[src/rtl/sclk_pkg.sv]
package sclk_pkg;
  localparam int DIGIT_W = 4;
  localparam int FIELD_W = 2 * DIGIT_W;

  typedef enum logic [2:0] {
    M_RUN   = 3'd0,
    M_HOUR  = 3'd1,
    M_MIN   = 3'd2,
    M_SCLR  = 3'd3,
    M_AVIEW = 3'd4,
    M_AHOUR = 3'd5,
    M_AMIN  = 3'd6,
    M_ASEC  = 3'd7
  } mode_e;
endpackage

[src/rtl/sclk_tick.sv]
module sclk_tick #(
  parameter int TICK_DIV = 1024
) (
  input  logic clk,
  input  logic rst,
  output logic tick
);
  localparam int CW = (TICK_DIV > 2) ? $clog2(TICK_DIV) : 1;
  localparam logic [CW-1:0] LAST = CW'(TICK_DIV - 1);

  logic [CW-1:0] cnt;

  assign tick = (cnt == LAST);

  always_ff @(posedge clk) begin
    if (rst)       cnt <= '0;
    else if (tick) cnt <= '0;
    else           cnt <= cnt + 1'b1;
  end
endmodule

[src/rtl/sclk_bcd_field.sv]
module sclk_bcd_field #(
  parameter int DW = 4,
  parameter logic [3:0] TOP_TENS = 4'd5,
  parameter logic [3:0] TOP_ONES = 4'd9
) (
  input  logic          clk,
  input  logic          rst,
  input  logic          clr,
  input  logic          inc,
  output logic [2*DW-1:0] value,
  output logic          at_top
);
  logic [DW-1:0] tens, ones;

  assign value  = {tens, ones};
  assign at_top = (tens == DW'(TOP_TENS)) && (ones == DW'(TOP_ONES));

  always_ff @(posedge clk) begin
    if (rst || clr) begin
      tens <= '0;
      ones <= '0;
    end else if (inc) begin
      if (at_top) begin
        tens <= '0;
        ones <= '0;
      end else if (ones == DW'(9)) begin
        tens <= tens + 1'b1;
        ones <= '0;
      end else begin
        ones <= ones + 1'b1;
      end
    end
  end
endmodule

[src/rtl/sclk_mode_fsm.sv]
module sclk_mode_fsm
  import sclk_pkg::*;
(
  input  logic  clk,
  input  logic  rst,
  input  logic  key_set,
  input  logic  key_adv,
  input  logic  key_view,
  output mode_e mode,
  output logic  edit_hour,
  output logic  edit_min,
  output logic  edit_sec,
  output logic  alarm_view
);
  mode_e nxt;

  always_comb begin
    nxt = mode;
    unique case (mode)
      M_RUN:   if (key_view) nxt = M_AVIEW; else if (key_set) nxt = M_HOUR;
      M_HOUR:  if (key_adv) nxt = M_MIN;
      M_MIN:   if (key_adv) nxt = M_SCLR;
      M_SCLR:  if (key_adv) nxt = M_RUN;
      M_AVIEW: if (key_view) nxt = M_RUN; else if (key_set) nxt = M_AHOUR;
      M_AHOUR: if (key_adv) nxt = M_AMIN;
      M_AMIN:  if (key_adv) nxt = M_ASEC;
      M_ASEC:  if (key_adv) nxt = M_AVIEW;
      default: nxt = M_RUN;
    endcase
  end

  always_ff @(posedge clk) begin
    if (rst) begin
      mode       <= M_RUN;
      edit_hour  <= 1'b0;
      edit_min   <= 1'b0;
      edit_sec   <= 1'b0;
      alarm_view <= 1'b0;
    end else begin
      mode       <= nxt;
      edit_hour  <= (nxt == M_HOUR) || (nxt == M_AHOUR);
      edit_min   <= (nxt == M_MIN)  || (nxt == M_AMIN);
      edit_sec   <= (nxt == M_SCLR) || (nxt == M_ASEC);
      alarm_view <= nxt[2];
    end
  end
endmodule

[src/rtl/settable_clock_core.sv]
module settable_clock_core
  import sclk_pkg::*;
#(
  parameter int TICK_DIV = 1024
) (
  input  logic               clk,
  input  logic               rst,
  input  logic               key_set,
  input  logic               key_adv,
  input  logic               key_view,
  output logic [FIELD_W-1:0] time_h,
  output logic [FIELD_W-1:0] time_m,
  output logic [FIELD_W-1:0] time_s,
  output logic [FIELD_W-1:0] alm_h,
  output logic [FIELD_W-1:0] alm_m,
  output logic [FIELD_W-1:0] alm_s,
  output logic               edit_hour,
  output logic               edit_min,
  output logic               edit_sec,
  output logic               alarm_view,
  output logic               alarm_hit
);
  localparam int NF = 3;

  mode_e mode;
  logic  tick;
  logic  s_top, m_top, h_top;
  logic  in_hr, in_mn, in_sc;
  logic  sec_carry, min_inc, min_carry, hr_inc;
  logic  [NF-1:0] alm_sel;
  logic  [FIELD_W-1:0] alm_val [NF];
  logic  match, match_q;

  sclk_tick #(.TICK_DIV(TICK_DIV)) u_tick (.clk(clk), .rst(rst), .tick(tick));

  sclk_mode_fsm u_fsm (
    .clk(clk), .rst(rst), .key_set(key_set), .key_adv(key_adv), .key_view(key_view),
    .mode(mode), .edit_hour(edit_hour), .edit_min(edit_min), .edit_sec(edit_sec),
    .alarm_view(alarm_view)
  );

  assign in_hr     = (mode == M_HOUR);
  assign in_mn     = (mode == M_MIN);
  assign in_sc     = (mode == M_SCLR);
  assign sec_carry = tick && s_top && !in_sc;
  assign min_inc   = in_mn ? tick : (in_sc ? 1'b0 : sec_carry);
  assign min_carry = min_inc && m_top && !in_mn;
  assign hr_inc    = in_hr ? tick : ((in_mn || in_sc) ? 1'b0 : min_carry);

  sclk_bcd_field #(.DW(DIGIT_W), .TOP_TENS(4'd5), .TOP_ONES(4'd9)) u_sec (
    .clk(clk), .rst(rst), .clr(in_sc), .inc(tick), .value(time_s), .at_top(s_top));
  sclk_bcd_field #(.DW(DIGIT_W), .TOP_TENS(4'd5), .TOP_ONES(4'd9)) u_min (
    .clk(clk), .rst(rst), .clr(1'b0), .inc(min_inc), .value(time_m), .at_top(m_top));
  sclk_bcd_field #(.DW(DIGIT_W), .TOP_TENS(4'd2), .TOP_ONES(4'd3)) u_hour (
    .clk(clk), .rst(rst), .clr(1'b0), .inc(hr_inc), .value(time_h), .at_top(h_top));

  // alarm fields: index 0 hours, 1 minutes, 2 seconds
  assign alm_sel = {mode == M_ASEC, mode == M_AMIN, mode == M_AHOUR};

  for (genvar g = 0; g < NF; g++) begin : g_alm
    localparam logic [3:0] TT = (g == 0) ? 4'd2 : 4'd5;
    localparam logic [3:0] TO = (g == 0) ? 4'd3 : 4'd9;
    logic top_unused;
    sclk_bcd_field #(.DW(DIGIT_W), .TOP_TENS(TT), .TOP_ONES(TO)) u_fld (
      .clk(clk), .rst(rst), .clr(1'b0), .inc(tick && alm_sel[g]),
      .value(alm_val[g]), .at_top(top_unused));
  end

  assign alm_h = alm_val[0];
  assign alm_m = alm_val[1];
  assign alm_s = alm_val[2];

  assign match = (time_h == alm_h) && (time_m == alm_m) && (time_s == alm_s);

  always_ff @(posedge clk) begin
    if (rst) begin
      match_q   <= 1'b1;
      alarm_hit <= 1'b0;
    end else begin
      match_q   <= match;
      alarm_hit <= match && !match_q;
    end
  end

  logic unused_ok;
  assign unused_ok = h_top;
endmodule

[config.mk]
export PLATFORM = sky130hd
export DESIGN_NAME = settable_clock_core
export DESIGN_NICKNAME = d
export VERILOG_FILES = /design/src/rtl/sclk_pkg.sv /design/src/rtl/sclk_tick.sv /design/src/rtl/sclk_bcd_field.sv /design/src/rtl/sclk_mode_fsm.sv /design/src/rtl/settable_clock_core.sv
export SDC_FILE = /design/constraint.sdc
export NUM_CORES = 1
export LEC_CHECK = 0
export BUFFER_PORTS_ARGS = -buffer_cell sky130_fd_sc_hd__buf_2
export CAP_MARGIN = 20
export CORE_MARGIN = 10
export CORE_UTILIZATION = 50
export CTS_BUF_LIST = sky130_fd_sc_hd__clkbuf_16
export DETAILED_ROUTE_END_ITERATION = 8
export PLACE_DENSITY_LB_ADDON = 0.25
export SLEW_MARGIN = 30
export SYNTH_ARGS = -nofsm -noshare
export SYNTH_HDL_FRONTEND = slang
export SYNTH_SLANG_ARGS = --single-unit
export TNS_END_PERCENT = 20
[constraint.sdc]
create_clock -name clk -period 2.2 [get_ports clk]
set_input_delay 0.44 -clock clk [delete_from_list [all_inputs] [get_ports clk]]
set_output_delay 0.44 -clock clk [all_outputs]
set_load 0.005 [all_outputs]
==> metrics.md <==
| Metric | Value |
|---|---|
| Status | completed |
| GRT Overall Usage | 0.175 |
| Rel. slew slack | 0.610 |
| Clock tree buffer depth | 2 |
| Layout Skew | roughly 0.0077 ns |
| Flop2flop setup slack | ~0.16 ns |
| Most common cell after layout, fill and taps aside | dfxtp_1 |
| Post-DP Area | roughly 0.0042 mm² |
| Cell accounting for the most synthesized area | dfxtp_1 |
| Worst-Margin Slew | 0.582 ns |
| Synthesized area | 0.00376 mm² |
| Ys flop type | dfxtp_1 |
| Die height | 107 µm |
| Global-route track usage on met2 | 0.277 |
| Hold crit path type | flip-flop to flip-flop |
| Antenna-violating nets left | 0 |
| Pin count of the biggest net entering global routing | 19 |
| Busiest grt layer | met2 |
| Total power per unit cell area | 604 mW/mm² |
| Vias in the first global route | about 3400 |
| Sequential share of the synthesized area | 0.351 |
| CORE AREA | around 0.0073 mm² |
| RR Startpoint | u_tick.cnt[0]$_SDFF_PP0_ |
| 1st-pass router iterations | 4 |
| IO Count | between 50 and 60 |
| Peak supply drop | 346 µV |
| Drt first-iter violations | 142 |
| Post-CTS Setup Inserts | 0 |
| Hold Crit Start | match_q$_SDFF_PP1_ |
| Total Wirelength | approximately 10 mm |
| Final setup vio count | 0 |
| FP Rows | 31 |
| Synth Net Count | 457 |
| Post-DR wirelength/cell | approximately 16 µm |
| Async set-reset flop share out of synthesis | 0 |
| Worst Hold Path Cells | 1 |
| GRT overflow | 0 |
| P_leak | roughly 2.0 nW |
| Die ar. | ~0.011 mm² |
| F_max | just under 500 MHz |
| Worst setup SP type | flip-flop |
| Mapped Cells | approximately 430 |
| CTS tree | done |
| Initial antenna violation count | 0 |
| Layout area overhead | 19.4% |
| Crit share post-route | 0.927 |
| Clock Latency Late Sink | between 0.3 and 0.4 ns |
| Met1 Use GR | 0.219 |
| Met3 usage | 0.0455 |
| Clock-pin slew on the worst setup and hold paths | around 0.060 ns |
| Vias | roughly 3500 |
| Synth cell types | 52 |
| Final GP Congestion | 0.837 |
| Synth top area share | 0.351 |
| Chip Width | 107 µm |
| Reg2reg path depth | 7 |
| Crit-path max FO | 6 |
| Largest cells by area after synthesis | dfxtp_1, ha_1, xor2_1, a21oi_1, o21ai_0 |
| Design Area, Final | 0.00449 mm² |
| Most frequent cells in the layout | dfxtp_1, buf_2, xor2_1, a21oi_1, inv_1 |
| Syn Area/Cell | slightly below 9 µm² |
| TritonCTS buffer count | 9 |
| CTS HTree Levels | 3 |
| Hold EP | alarm_hit$_SDFF_PP0_ |
| N_diodes | 0 |
| Global-route wire length before repair | between 15 and 20 mm |
| Starting Density | 0.516 |
| Seq cells post-synth | 66 |
| Clock Tree Root | clkbuf_16 |
| Yosys warns | 0 |
| Worst EP required | around 2.4 ns |
| Fillers | roughly 660 |
| Layout cell share with drive strength beyond 1 | 0.194 |
| Post-synth EDFFs | 0 |
| Critical path class | flip-flop to flip-flop |
| Critical Path End Type | flip-flop |
| Final hold violation count | 0 |
| Via-to-Cell Ratio | 5.81 |
| IO Port Bufs | 57 |
| Fin Setup TNS | 0 ns |
| Detail Placement HPWL | roughly 7.3 mm |
| RSZ-0062 raised after global routing | no |
| Num Clock Sinks | 66 |
| Pwr Total | 0.00271 W |
| Minimum clock period | 2.04 ns |
| Nets@finish | 524 |
| Reg2reg end | u_hour.tens[1]$_SDFFE_PP0P_ |
| Drc violations | 0 |
| Max-slew violations | 0 |
| Max-cap check violation count | 0 |
| CP arrival | ~2.3 ns |
==> worst max path at each step <==
stage / start / end / slack [ns] / cells after the start
after floorplan: u_sec.ones[0]$_SDFFE_PP0N_ / u_min.ones[0]$_SDFFE_PP0P_ / 0.26 / 6
after global placement: u_tick.cnt[0]$_SDFF_PP0_ / u_min.ones[3]$_SDFFE_PP0P_ / 0.20 / 5
after detailed placement: u_tick.cnt[0]$_SDFF_PP0_ / u_min.ones[3]$_SDFFE_PP0P_ / 0.12 / 5
after CTS: u_tick.cnt[0]$_SDFF_PP0_ / u_min.ones[3]$_SDFFE_PP0P_ / 0.09 / 5
after global routing: u_min.ones[0]$_SDFFE_PP0P_ / u_min.tens[2]$_SDFFE_PP0P_ / 0.006 / 5
final: u_tick.cnt[0]$_SDFF_PP0_ / u_hour.tens[1]$_SDFFE_PP0P_ / 0.16 / 7
==> cell type report <==
cell class | instances | area (µm²) | share of cell area
Tap cell | 99 | 124 | 0.0276
Timing Repair Buffer | 74 | 413 | 0.0919
Sequential cell | 66 | 1320 | 0.294
Multi-Input combinational cell | 324 | 2270 | 0.506
Clock inverter | 7 | 55.1 | 0.0123
Clock buffer | 9 | 225 | 0.0501
Inverter | 21 | 78.8 | 0.0175
==> synthesized netlist by cell type, drive strengths merged (4+ instances only) <==
cell,n
o31ai,4
a31oi,7
and4,6
nor2,21
nor4,12
and3b,9
a211oi,4
xor2,31
or4,14
o41ai,4
nand2,19
a21oi,29
nor3b,4
nand4,12
nand3,18
or3,8
o21ai,23
xnor2,9
ha,23
nor2b,6
inv,20
nor3,22
clkbuf,10
dfxtp,66
nand3b,8
o32ai,4
buf,8
==> registers in the layout, summed over array words and instances, names as in the netlist <==
register          flops
alarm_hit             1
g_alm.u_fld.ones     12
g_alm.u_fld.tens     12
match_q               1
u_fsm.alarm_view      1
u_fsm.edit_hour       1
u_fsm.edit_min        1
u_fsm.edit_sec        1
u_fsm.mode            2
u_hour.ones           4
u_hour.tens           4
u_min.ones            4
u_min.tens            4
u_sec.ones            4
u_sec.tens            4
u_tick.cnt           10
==> timing repair <==
| action | CTS | global route |
|---|---|---|
| endpoints found under the setup margin | 0 | 7 |
| resized for setup | 0 | 2 |
| endpoints found under the hold margin | 0 | 0 |
| hold buffers | 0 | 0 |
==> metrics by stage <==
| stage | setup WS (ns) | hold slack (ns) | instances | util |
|---|---|---|---|---|
| 5_1_grt | 0.00633 | 0.415 | 600 | 0.616 |
| 4_1_cts | 0.0879 | 0.396 | 600 | 0.615 |
| 3_3_place_gp | 0.200 | 0.382 | 584 | 0.577 |
| 6_report | 0.161 | 0.394 | 600 | 0.616 |
| 2_1_floorplan | 0.261 | 0.375 | 429 | - |
| 3_5_place_dp | 0.119 | 0.396 | 584 | 0.577 |
==> worst max-delay path: stages, from the launching register on <==
cell	delay, ns
dfxtp_1	0.37
ha_1	0.26
nand4_2	0.13
buf_4	0.18
nor4_1	0.37
buf_4	0.20
nand3_1	0.15
o41ai_1	0.27
==> cell families (layout without fill, tap and decap cells) <==
kind of cell | after synthesis | after routing | synth area share
AND/OR/NAND/NOR | 171 | 171 | 0.277
AO/OA/AOI/OAI | 85 | 85 | 0.142
flip-flops | 66 | 66 | 0.351
XOR/XNOR | 40 | 40 | 0.0931
buffers and inverters | 39 | 111 | 0.0456
adder cells (fa/ha/maj) | 23 | 23 | 0.0765
multiplexers | 5 | 5 | 0.0143
==> per-layer routing <==
metal  part of all wire  vias up
met3              0.055       15
met5                  0        -
met4              0.020        0
met2               0.47       89
met1               0.45     1647
li1                   -     1737
==> power by group <==
part / switching [W] / total, W / internal [W]
sequential: 0.0000254 / 0.00124 / 0.00121
clock: 0.000513 / 0.00137 / 0.000856
combinational: 0.0000619 / 0.000107 / 0.0000447
total: 0.000600 / 0.00271 / 0.00211
Power figures use the tool's default switching activity.
